## config.mk

```make
export PLATFORM = sky130hd
export DESIGN_NAME = uart_frame_tx
export DESIGN_NICKNAME = d
export VERILOG_FILES = /design/src/rtl/uart_frame_tx_pkg.sv /design/src/rtl/uart_tx_timebase.sv /design/src/rtl/uart_tx_shifter.sv /design/src/rtl/uart_frame_tx.sv
export SDC_FILE = /design/constraint.sdc
export NUM_CORES = 1
export LEC_CHECK = 0
export ABC_AREA = 1
export CAP_MARGIN = 15
export CORE_MARGIN = 2
export CORE_UTILIZATION = 40
export DETAILED_ROUTE_END_ITERATION = 7
export GPL_TIMING_DRIVEN = 0
export PLACE_DENSITY = 0.65
export SETUP_SLACK_MARGIN = 0.2
export SLEW_MARGIN = 10
export SYNTH_ARGS = -nofsm -noshare
export SYNTH_HDL_FRONTEND = slang
export SYNTH_SLANG_ARGS = --single-unit
```

## constraint.sdc

```tcl
create_clock -name clk -period 1.35 [get_ports clk]
set_input_delay 0.135 -clock clk [delete_from_list [all_inputs] [get_ports clk]]
set_output_delay 0.135 -clock clk [all_outputs]
set_load 0.05 [all_outputs]
```

## src/rtl/uart_frame_tx_pkg.sv

```systemverilog
package uart_frame_tx_pkg;

  // Which part of the frame the bit position points at.
  typedef enum logic [1:0] {
    SEG_START = 2'd0,
    SEG_DATA  = 2'd1,
    SEG_STOP  = 2'd2
  } seg_e;

  // Counter width for a range of v values, never below one bit.
  function automatic int width_for(input int v);
    return (v < 2) ? 1 : $clog2(v);
  endfunction

endpackage

```

## src/rtl/uart_tx_timebase.sv

```systemverilog
module uart_tx_timebase
  import uart_frame_tx_pkg::*;
#(
  parameter int OVERSAMPLE = 8,
  parameter int START_BITS = 1,
  parameter int DATA_BITS  = 8,
  parameter int STOP_BITS  = 1
) (
  input  logic clk,
  input  logic rst,
  input  logic tick_en,
  output logic bit_adv,
  output logic frame_end,
  output seg_e seg
);

  localparam int FRAME_BITS = START_BITS + DATA_BITS + STOP_BITS;
  localparam int SUB_W      = width_for(OVERSAMPLE);
  localparam int POS_W      = width_for(FRAME_BITS);
  localparam logic [SUB_W-1:0] SUB_LAST = SUB_W'(OVERSAMPLE - 1);
  localparam logic [POS_W-1:0] POS_LAST = POS_W'(FRAME_BITS - 1);

  logic [SUB_W-1:0] sub_q;
  logic [POS_W-1:0] pos_q;
  logic             last_sub;
  logic             last_pos;

  assign last_sub  = (sub_q == SUB_LAST);
  assign last_pos  = (pos_q == POS_LAST);
  assign bit_adv   = tick_en & last_sub;
  assign frame_end = bit_adv & last_pos;

  // Free-running enable and bit-position counters; they run while idle too.
  always_ff @(posedge clk) begin
    if (rst) begin
      sub_q <= '0;
      pos_q <= '0;
    end else if (tick_en) begin
      if (last_sub) begin
        sub_q <= '0;
        pos_q <= last_pos ? '0 : pos_q + 1'b1;
      end else begin
        sub_q <= sub_q + 1'b1;
      end
    end
  end

  always_comb begin
    if (int'(pos_q) < START_BITS)                  seg = SEG_START;
    else if (int'(pos_q) < START_BITS + DATA_BITS) seg = SEG_DATA;
    else                                           seg = SEG_STOP;
  end

  // a frame boundary puts both counters back to the start.
  assert_frame_wraps_R4: assert property (@(posedge clk) disable iff (rst)
    frame_end |=> (pos_q == '0 && sub_q == '0));

endmodule

```

## src/rtl/uart_tx_shifter.sv

```systemverilog
module uart_tx_shifter #(
  parameter int START_BITS = 1,
  parameter int DATA_BITS  = 8,
  parameter int STOP_BITS  = 1
) (
  input  logic                 clk,
  input  logic                 rst,
  input  logic                 bit_adv,
  input  logic                 frame_end,
  input  logic                 load_i,
  input  logic [DATA_BITS-1:0] data_i,
  output logic                 txd_o
);

  localparam int FRAME_BITS = START_BITS + DATA_BITS + STOP_BITS;

  logic [FRAME_BITS-1:0] frame_q;
  logic [FRAME_BITS-1:0] fresh;

  // Bit 0 of the register is the bit currently on the line.
  assign fresh = {{STOP_BITS{1'b1}}, data_i, {START_BITS{1'b0}}};
  assign txd_o = frame_q[0];

  always_ff @(posedge clk) begin
    if (rst) begin
      frame_q <= '1;
    end else if (frame_end) begin
      frame_q <= load_i ? fresh : '1;
    end else if (bit_adv) begin
      frame_q <= {1'b1, frame_q[FRAME_BITS-1:1]};
    end
  end

  // a load taken at the boundary drives the start bit next.
  assert_start_after_load_R5: assert property (@(posedge clk) disable iff (rst)
    (frame_end && load_i) |=> !txd_o);

  // a boundary without a load leaves the line high.
  assert_idle_after_skip_R1: assert property (@(posedge clk) disable iff (rst)
    (frame_end && !load_i) |=> txd_o);

  // the line is steady between bit advances.
  assert_hold_between_bits_R2: assert property (@(posedge clk) disable iff (rst)
    !bit_adv |=> $stable(txd_o));

endmodule

```

## src/rtl/uart_frame_tx.sv

```systemverilog
module uart_frame_tx
  import uart_frame_tx_pkg::*;
#(
  parameter int OVERSAMPLE = 8,
  parameter int START_BITS = 1,
  parameter int DATA_BITS  = 8,
  parameter int STOP_BITS  = 1
) (
  input  logic                 clk,
  input  logic                 rst,
  input  logic                 tick_en,
  input  logic                 load_i,
  input  logic [DATA_BITS-1:0] data_i,
  output logic                 txd_o,
  output logic                 load_req_o
);

  logic bit_adv;
  logic frame_end;
  seg_e seg;

  uart_tx_timebase #(
    .OVERSAMPLE (OVERSAMPLE),
    .START_BITS (START_BITS),
    .DATA_BITS  (DATA_BITS),
    .STOP_BITS  (STOP_BITS)
  ) u_timebase (
    .clk       (clk),
    .rst       (rst),
    .tick_en   (tick_en),
    .bit_adv   (bit_adv),
    .frame_end (frame_end),
    .seg       (seg)
  );

  uart_tx_shifter #(
    .START_BITS (START_BITS),
    .DATA_BITS  (DATA_BITS),
    .STOP_BITS  (STOP_BITS)
  ) u_shifter (
    .clk       (clk),
    .rst       (rst),
    .bit_adv   (bit_adv),
    .frame_end (frame_end),
    .load_i    (load_i),
    .data_i    (data_i),
    .txd_o     (txd_o)
  );

  assign load_req_o = frame_end;

  // stop positions always carry a high line, loaded or idle.
  assert_stop_high_R3: assert property (@(posedge clk) disable iff (rst)
    (seg == SEG_STOP) |-> txd_o);

  // the request is never raised outside an enable cycle.
  assert_req_in_tick_R4: assert property (@(posedge clk) disable iff (rst)
    load_req_o |-> tick_en);

endmodule

```

==> key figures, run 1 <==
Synthesis
  • Multiplexer fraction of the synthesized cell area: 0%
  • Seq/Total Area, Yosys: between 30% and 40%
  • Dominant combinational cell family by area after synthesis: simple AND/OR/NAND/NOR gates
  • Unique cell type count in the Yosys netlist: 18
  • Flip-flop and latch count after synthesis: 16
  • Fraction of the mapped netlist area in compound gates: roughly an eighth
  • Simple-Gate Fraction of Synth Area: approximately a third
  • Number of synthesis warnings: 0
  • Number of nets produced by synthesis: 130
  • Combined area of all synthesized cells: around 820 um^2
  • Post-synthesis share of cell area spent on xor and xnor gates: 0%
  • Per-instance average area after synthesis: 7.05 um^2
  • Area share of fa/ha/maj cells after synthesis: 3.06%
  • Count of mapped cells out of synthesis: ~120

Worst setup path
  • Buffers and inverters on the worst path: 2
  • Family of cells with the greatest summed delay on the critical path: flip-flops
  • Crit Path Max Fanout: 2
  • Crit-path cells: ha_4 > ha_4 > nand2_4 > nor2_4 > nand2_2 > clkinvlp_4 > buf_8
  • Worst EP required: approximately 1.2 ns
  • Category of the critical setup timing path: register to output port
  • Delay of the slowest critical-path stage: 0.36 ns
  • Crit path max-delay cell type: sky130_fd_sc_hd__dfxtp_2
  • Kind of start point of the critical path: register
  • Register-to-register setup slack: -0.10 ns
  • Data arrival time of the critical path: 1.40 ns
  • Crit path depth: 7
  • Reg-to-reg startpoint: u_timebase.sub_q[1]
  • CP most frequent cell: sky130_fd_sc_hd__ha_4
  • Capturing element type of the critical path: output port
  • Cell depth of the worst flop-to-flop path: 9
  • Reg-to-Reg End: u_shifter.frame_q[8]

STA
  • Worst slew pin tran: around 0.83 ns
  • Count of endpoints failing setup in the final report: 14
  • Final worst path period need: 1.53 ns
  • Max-slew violations: 0
  • Final setup skew: between 0.002 and 0.0025 ns
  • Upper clock frequency limit: between 0.6 and 0.7 GHz
  • Fin crit share: 113%
  • Unrepaired setup endpoints after global routing: yes
  • Worst rel slew slack: 44.7%
  • Final Hold Violating Endpoints: 0
  • Final worst-path setup slack: -0.181 ns
  • Worst hold slack: about 0.22 ns
  • TNS Setup: -0.963 ns

Detailed routing
  • Amount of wire on met2 after detailed routing: around 1100 um
  • Routed length on met3: about 60 um
  • Residual DRC count: 0
  • Routed metal-1 wirelength: between 800 and 900 um
  • Routed wire length per instance: 12.2 um
  • Via/cell ratio: 4.84
  • Number of violations reported at the end of detailed-routing iteration 0: 7
  • Top metal layer carrying routed signals: met4
  • First-pass detailed-route iteration total: 5
  • Remaining antenna violation count after routing: 0
  • Number of vias after detailed routing: 818
  • WL final: slightly above 2000 um

Clock tree
  • Clock H-tree levels: 1
  • Clk Latency, worst-skew pair: 0.29 ns
  • Clock-pin slew of the registers on the worst-case setup and hold paths: approximately 0.10 ns
  • Total clock sinks: 16
  • Clock buffers created by TritonCTS: 3
  • Number of buffers on the longest clock path: 2
  • Clock tree from TritonCTS: built
  • Buffer type at the clock tree root: sky130_fd_sc_hd__clkbuf_4

Cells and area
  • Number of filler instances in the final layout: between 150 and 200
  • Design Area, Final: between 1000 and 1500 um^2
  • Ratio of cells with drive above 1 in the final layout: a little under two fifths
  • Area growth from synthesis to final layout: 54.0%
  • Number of nets in the final layout: about 160
  • Number of antenna cells inserted: 0

Global routing
  • Number of global-route vias before repair: roughly 740
  • Global-route congestion overflow total: 0
  • Overall global routing resource usage: 17.5%
  • Antenna violations before repair: 0
  • Maximum number of pins on one net before global-route repair: 11
  • First-pass GRT wire length: about 3300 um

Floorplanning
  • Width of the die: between 40 and 50 um
  • Die Ht: 49.2 um
  • Core Region: just under 2000 um^2
  • Overall die area: ~2400 um^2
  • Number of primary I/O pins: 14
  • Initial cell density of the core: 42.1%
  • Count of standard-cell rows: 16

Power and ir drop
  • Static leakage: 0.470 nW
  • Power per unit of standard cell area: around 730 nW/um^2
  • Maximum vdd drop: about 510 uV

Run status
  • Violated checks: negative setup slack
  • Outcome: complete, but fails checks

Placed design
  • Minimum setup slack after placement: -0.632 ns
  • Final HPWL DP: between 1000 and 1500 um
  • Standard cell area after detailed placement: about 1000 um^2
  • Final Wtd Congestion: around 0.8
  • Number of port buffers: 12

Min path
  • End point of the worst hold path: u_shifter.frame_q[6]
  • Number of cells on the worst hold path: 4
  • Class of the most critical hold timing path: input port to register
  • Startpoint of the most critical hold path: load_i

Run
  • Maximum Capacitance Violations: 0
[registers in the layout, summed over array words and instances, names as in the netlist]
name               count
u_shifter.frame_q      9
u_timebase.pos_q       4
u_timebase.sub_q       3
[through the flow]
| step | total power [W] | std cells | utilization (%) |
|---|---|---|---|
| global route | 0.000962 | 169 | 64.9 |
| CTS | 0.000915 | 164 | 57.0 |
| global placement | 0.000580 | 155 | 52.4 |
| floorplan | 0.000541 | 116 | - |
| finish | 0.000923 | 169 | 64.9 |
| detailed placement | 0.000582 | 155 | 52.4 |
[layer usage]
layer	track usage, %	up-vias
li1	-	428
met1	22.4	373
met2	27.3	13
met3	4.29	4
met4	9.05	0
met5	0	-
[power by group]
| part | total [W] | switching [W] | internal [W] |
|---|---|---|---|
| combinational | 0.000101 | 0.0000477 | 0.0000534 |
| clock | 0.000332 | 0.000168 | 0.000164 |
| sequential | 0.000489 | 0.00000816 | 0.000481 |
| total | 0.000923 | 0.000224 | 0.000699 |
[area by class of cell]
cell class                 count  area (um^2)  share of cell area (%)
clock buffer                   4         36.3                    2.88
tap                           27         33.8                    2.68
buffer                         6         57.6                    4.57
inverter                      16         66.3                    5.26
timing repair buffer          22          214                    17.0
sequential                    16          324                    25.7
multi-input combinational     78          528                    41.9
[cell families (layout without fill, tap and decap cells)]
group | Yosys count | after routing
adder cells (fa/ha/maj) | 2 | 2
AND/OR/NAND/NOR | 58 | 58
AO/OA/AOI/OAI | 18 | 18
flip-flops | 16 | 16
buffers and inverters | 22 | 48
[repair_timing]
| item | in CTS | in global routing |
|---|---|---|
| hold endpoints to repair | 0 | 0 |
| hold buffers | 0 | 0 |
| pin swaps | 1 | 13 |
| gates resized for setup | 19 | 31 |
| buffers inserted | 3 | 5 |
| setup endpoints to repair | 15 | 16 |
| gates cloned | 2 | 0 |
[worst min-delay path, stage by stage]
cell and delay, ns:
sky130_fd_sc_hd__buf_2 0.15, sky130_fd_sc_hd__nand2_1 0.07, sky130_fd_sc_hd__nand3_1 0.07, sky130_fd_sc_hd__nand3_1 0.07
[cells in the mapped netlist]
cell | instances | area [um^2]
sky130_fd_sc_hd__nor2_1 | 9 | 33.8
sky130_fd_sc_hd__o21ai_0 | 5 | 25.0
sky130_fd_sc_hd__buf_6 | 3 | 33.8
sky130_fd_sc_hd__o21bai_1 | 1 | 7.51
sky130_fd_sc_hd__or2_2 | 1 | 6.26
sky130_fd_sc_hd__nand3_1 | 27 | 135
sky130_fd_sc_hd__a21oi_2 | 1 | 8.76
sky130_fd_sc_hd__buf_2 | 2 | 10.0
sky130_fd_sc_hd__nand2_1 | 16 | 60.1
sky130_fd_sc_hd__nor2_2 | 1 | 6.26
sky130_fd_sc_hd__nand3_2 | 1 | 10.0
sky130_fd_sc_hd__a21oi_1 | 11 | 55.1
sky130_fd_sc_hd__nor3_1 | 1 | 5.00
sky130_fd_sc_hd__inv_1 | 16 | 60.1
sky130_fd_sc_hd__nand2_2 | 2 | 12.5
sky130_fd_sc_hd__ha_1 | 2 | 25.0
sky130_fd_sc_hd__clkbuf_1 | 1 | 3.75
sky130_fd_sc_hd__dfxtp_1 | 16 | 320
[cells in the final DEF (no fill, tap or decap), types with 5 or more instances in the layout]
cell type | synthesis | routed
sky130_fd_sc_hd__a21oi_2 | 1 | 8
sky130_fd_sc_hd__buf_4 | 0 | 5
sky130_fd_sc_hd__buf_6 | 3 | 8
sky130_fd_sc_hd__clkdlybuf4s50_1 | 0 | 10
sky130_fd_sc_hd__dfxtp_1 | 16 | 13
sky130_fd_sc_hd__inv_1 | 16 | 13
sky130_fd_sc_hd__nand2_1 | 16 | 14
sky130_fd_sc_hd__nand3_1 | 27 | 23
sky130_fd_sc_hd__nand3_2 | 1 | 5
sky130_fd_sc_hd__nor2_1 | 9 | 9
[worst max-delay path by stage]
stage | start | endpoint | slack, ns
2_1_floorplan | u_timebase.sub_q[0] | load_req_o | 0.16
4_1_cts | u_timebase.sub_q[1] | load_req_o | -0.18
5_1_grt | u_timebase.sub_q[1] | load_req_o | -0.26
3_5_place_dp | tick_en | load_req_o | -0.63
6_report | u_timebase.sub_q[1] | load_req_o | -0.18
3_3_place_gp | tick_en | load_req_o | -0.62
(Power assumes the default switching activity.)
==> run 2: changes to the inputs <==
--- a/config.mk
+++ b/config.mk
@@ -10,9 +10,9 @@
 export CORE_MARGIN = 2
 export CORE_UTILIZATION = 40
 export DETAILED_ROUTE_END_ITERATION = 7
+export GPL_ROUTABILITY_DRIVEN = 0
 export GPL_TIMING_DRIVEN = 0
 export PLACE_DENSITY = 0.65
-export SETUP_SLACK_MARGIN = 0.2
 export SLEW_MARGIN = 10
 export SYNTH_ARGS = -nofsm -noshare
 export SYNTH_HDL_FRONTEND = slang
==> run 2 against run 1 <==
- the run still ends with negative setup slack left
- total power is 8.4% lower
- clock power is 19% lower
- worst hold slack better by 0.0032 ns
- critical path depth stayed put
- cell area is 10% lower
- non-clock buffer count is 3 lower
- clock skew is 0.0031 ns higher
- sequential cell count stayed put
- setup slack worse by 0.020 ns
- via count is 0.24% higher
==> key figures, run 2 (synthesis results as in run 1) <==
Run status
  • Outcome: complete, but fails checks
  • Violated checks: negative setup slack

Cells and area
  • Area occupied by multi-input gates: 432 um^2 (-18%)
  • Number of filler instances in the final layout: 197 (+9.4%)
  • Number of nets in the final layout: 154 (-1.9%)
  • Top register by number of flip-flops: u_shifter.frame_q
  • Registers with the most flip-flops: u_shifter.frame_q (9), u_timebase.pos_q (4), u_timebase.sub_q (3)
  • Most frequent cells in the layout: sky130_fd_sc_hd__nand3_1 (27), sky130_fd_sc_hd__nand2_1 (15), sky130_fd_sc_hd__inv_1 (14), sky130_fd_sc_hd__dfxtp_1 (14)
  • Ratio of cells with drive above 1 in the final layout: 21.7% (-16 points)
  • Area taken by flip-flops and latches: 323 um^2 (-0.39%)
  • Number of antenna cells inserted: 0 (unchanged)
  • Area growth from synthesis to final layout: 38.4%
  • Flip-flop count of the largest register, all copies and words added: 9 (unchanged)
  • Design Area, Final: 1130 um^2 (-10%)
  • Leading cell type in the layout, fill and taps excluded: sky130_fd_sc_hd__nand3_1
  • Core Util, Final: 58.3% (-6.6 points)

Worst setup path
  • Category of the critical setup timing path: register to output port
  • Buffers and inverters on the worst path: 2 (unchanged)
  • Kind of start point of the critical path: register
  • Family of cells with the greatest summed delay on the critical path: flip-flops
  • CP most frequent cell: sky130_fd_sc_hd__ha_4
  • Capturing element type of the critical path: output port
  • Data arrival time of the critical path: 1.42 ns (+0.02 ns)
  • Crit path max-delay cell type: sky130_fd_sc_hd__dfxtp_2
  • Register-to-register setup slack: -0.09 ns (about the same)
  • Delay of the slowest critical-path stage: 0.35 ns (about the same)
  • Worst EP required: 1.22 ns (about the same)
  • Reg-to-Reg End: u_shifter.frame_q[8]
  • Crit Path Max Fanout: 2 (unchanged)
  • Crit-path cells: ha_4 > ha_4 > nand2_4 > nor2_4 > nand2_2 > clkinvlp_4 > buf_8
  • Cell depth of the worst flop-to-flop path: 8 (-1)
  • Reg-to-reg startpoint: u_timebase.sub_q[0]

Floorplanning
  • Core Region: 1940 um^2 (unchanged)
  • Count of standard-cell rows: 16 (unchanged)
  • Overall die area: 2420 um^2 (unchanged)
  • Die Ht: 49.2 um (unchanged)
  • Initial cell density of the core: 42.1% (unchanged)
  • Width of the die: 49.2 um (unchanged)
  • Number of primary I/O pins: 14 (unchanged)

Detailed routing
  • Number of violations reported at the end of detailed-routing iteration 0: 21 (+14)
  • First-pass detailed-route iteration total: 4 (-1)
  • Routed wire length per instance: 11.8 um (-3.1%)
  • WL final: 1950 um (-5.4%)
  • Via/cell ratio: 4.97 (+2.7%)
  • Residual DRC count: 0 (unchanged)
  • Number of vias after detailed routing: 820 (+0.24%)
  • Remaining antenna violation count after routing: 0 (unchanged)

STA
  • Max-slew violations: 0 (unchanged)
  • Final worst path period need: 1.55 ns (+0.0200 ns)
  • Final worst-path setup slack: -0.201 ns (-0.0200 ns)
  • Upper clock frequency limit: 0.645 GHz (-1.3%)
  • Final Hold Violating Endpoints: 0 (unchanged)
  • Worst rel slew slack: 65.9% (+21 points)
  • Worst slew pin tran: 0.512 ns (-0.317 ns)
  • Unrepaired setup endpoints after global routing: yes
  • Fin crit share: 115% (+1.5 points)
  • Count of endpoints failing setup in the final report: 2 (-12)
  • Final setup skew: 0.00556 ns (+0.00313 ns)

Placed design
  • Final HPWL DP: 1270 um (+2.6%)
  • Number of port buffers: 12 (unchanged)
  • Standard cell area after detailed placement: 976 um^2 (-4.2%)

Min path
  • Number of cells on the worst hold path: 4 (unchanged)
  • Class of the most critical hold timing path: input port to register
  • End point of the worst hold path: u_shifter.frame_q[0]
  • Startpoint of the most critical hold path: load_i

Clock tree
  • Clock buffers created by TritonCTS: 3 (unchanged)
  • Buffer type at the clock tree root: sky130_fd_sc_hd__clkbuf_4
  • Clock H-tree levels: 1 (unchanged)
  • Clk Latency, worst-skew pair: 0.30 ns (about the same)
  • Clock-pin slew of the registers on the worst-case setup and hold paths: 0.10 ns (about the same)
  • Total clock sinks: 16 (unchanged)
  • Clock tree from TritonCTS: built
  • Hold-fix buffers, CTS: 0 (unchanged)
  • Number of buffers on the longest clock path: 2 (unchanged)

Power and ir drop
  • Static leakage: 0.448 nW (-4.6%)
  • Power per unit of standard cell area: 747 nW/um^2 (+2.0%)
  • Total power consumption of the routed design: 0.000846 W (-8.4%)
  • Maximum vdd drop: 463 uV (-9.9%)

Global routing
  • Fraction of met3 tracks used by global routing: 4.60% (+0.31 points)
  • Global-route met2 utilization: 32.7% (+5.4 points)
  • Number of global-route vias before repair: 797 (+7.3%)
  • Maximum number of pins on one net before global-route repair: 11 (unchanged)
  • Global-route congestion overflow total: 0 (unchanged)
  • Most Crowded Layer GR: met2
  • Antenna violations before repair: 0 (unchanged)
  • Met1 Usage GRT: 18.6% (-3.7 points)
  • First-pass GRT wire length: 3350 um (+2.3%)
  • Overall global routing resource usage: 17.8% (+0.30 points)

Run
  • Maximum Capacitance Violations: 0 (unchanged)
-- run 2: cell count changes in the layout (fill, tap and decap cells not counted), sizes merged --
cell	before	now
dlygate4sd2	0	1
buf	17	12
-- run 2: how the worst max path moves through the flow --
stage / startpoint / end / slack (ns) / depth (start not counted)
after global routing: u_timebase.sub_q[0] / load_req_o / -0.26 / 7
after detailed placement: u_timebase.sub_q[0] / load_req_o / -0.72 / 7
after CTS: u_timebase.sub_q[1] / load_req_o / -0.19 / 7
after floorplan: u_timebase.sub_q[0] / load_req_o / 0.02 / 6
final: u_timebase.sub_q[0] / load_req_o / -0.20 / 7
after global placement: u_timebase.sub_q[0] / load_req_o / -0.70 / 7
-- run 2: what timing repair did --
item | 4_1_cts | 5_1_grt
setup endpoints to repair | 13 | 13
hold endpoints to repair | 0 | 0
gates cloned | 0 | 2
pin swaps | 4 | 4
buffers inserted | 4 | 2
gates resized for setup | 20 | 8
-- run 2: worst min-delay path: stages --
cell	delay, ns
sky130_fd_sc_hd__buf_2	0.15
sky130_fd_sc_hd__inv_1	0.08
sky130_fd_sc_hd__nand3_1	0.07
sky130_fd_sc_hd__nand3_1	0.07
-- run 2: layout make-up --
type	count	area share (%)
multi-input cells	78	38.1
inverters	16	5.86
well taps	27	2.98
plain buffers	6	5.08
clock buffers	3	1.99
repair buffers	19	17.5
flip-flops and latches	16	28.5
-- run 2: stage by stage --
step                worst slack (ns)  instances  TNS (ns)  hold slack (ns)
floorplan                     0.0163        116         0            0.273
global placement              -0.700        155    -0.745            0.469
detailed placement            -0.718        155    -0.848            0.471
CTS                           -0.193        162    -0.193            0.225
global route                  -0.263        165    -0.774            0.252
finish                        -0.201        165    -0.289            0.227
-- run 2: where the power goes --
part / internal, W / switching, W
clock: 0.000104 / 0.000165
combinational: 0.0000492 / 0.0000386
sequential: 0.000481 / 0.00000750
-- run 2: metal layers --
metal / share of wire [%] / routed length, um / up-vias
li1: - / - / 423
met1: 43 / 844 / 373
met2: 50 / 969 / 22
met3: 5.0 / 97 / 2
met4: 1.7 / 34 / 0
met5: 0 / 0 / -
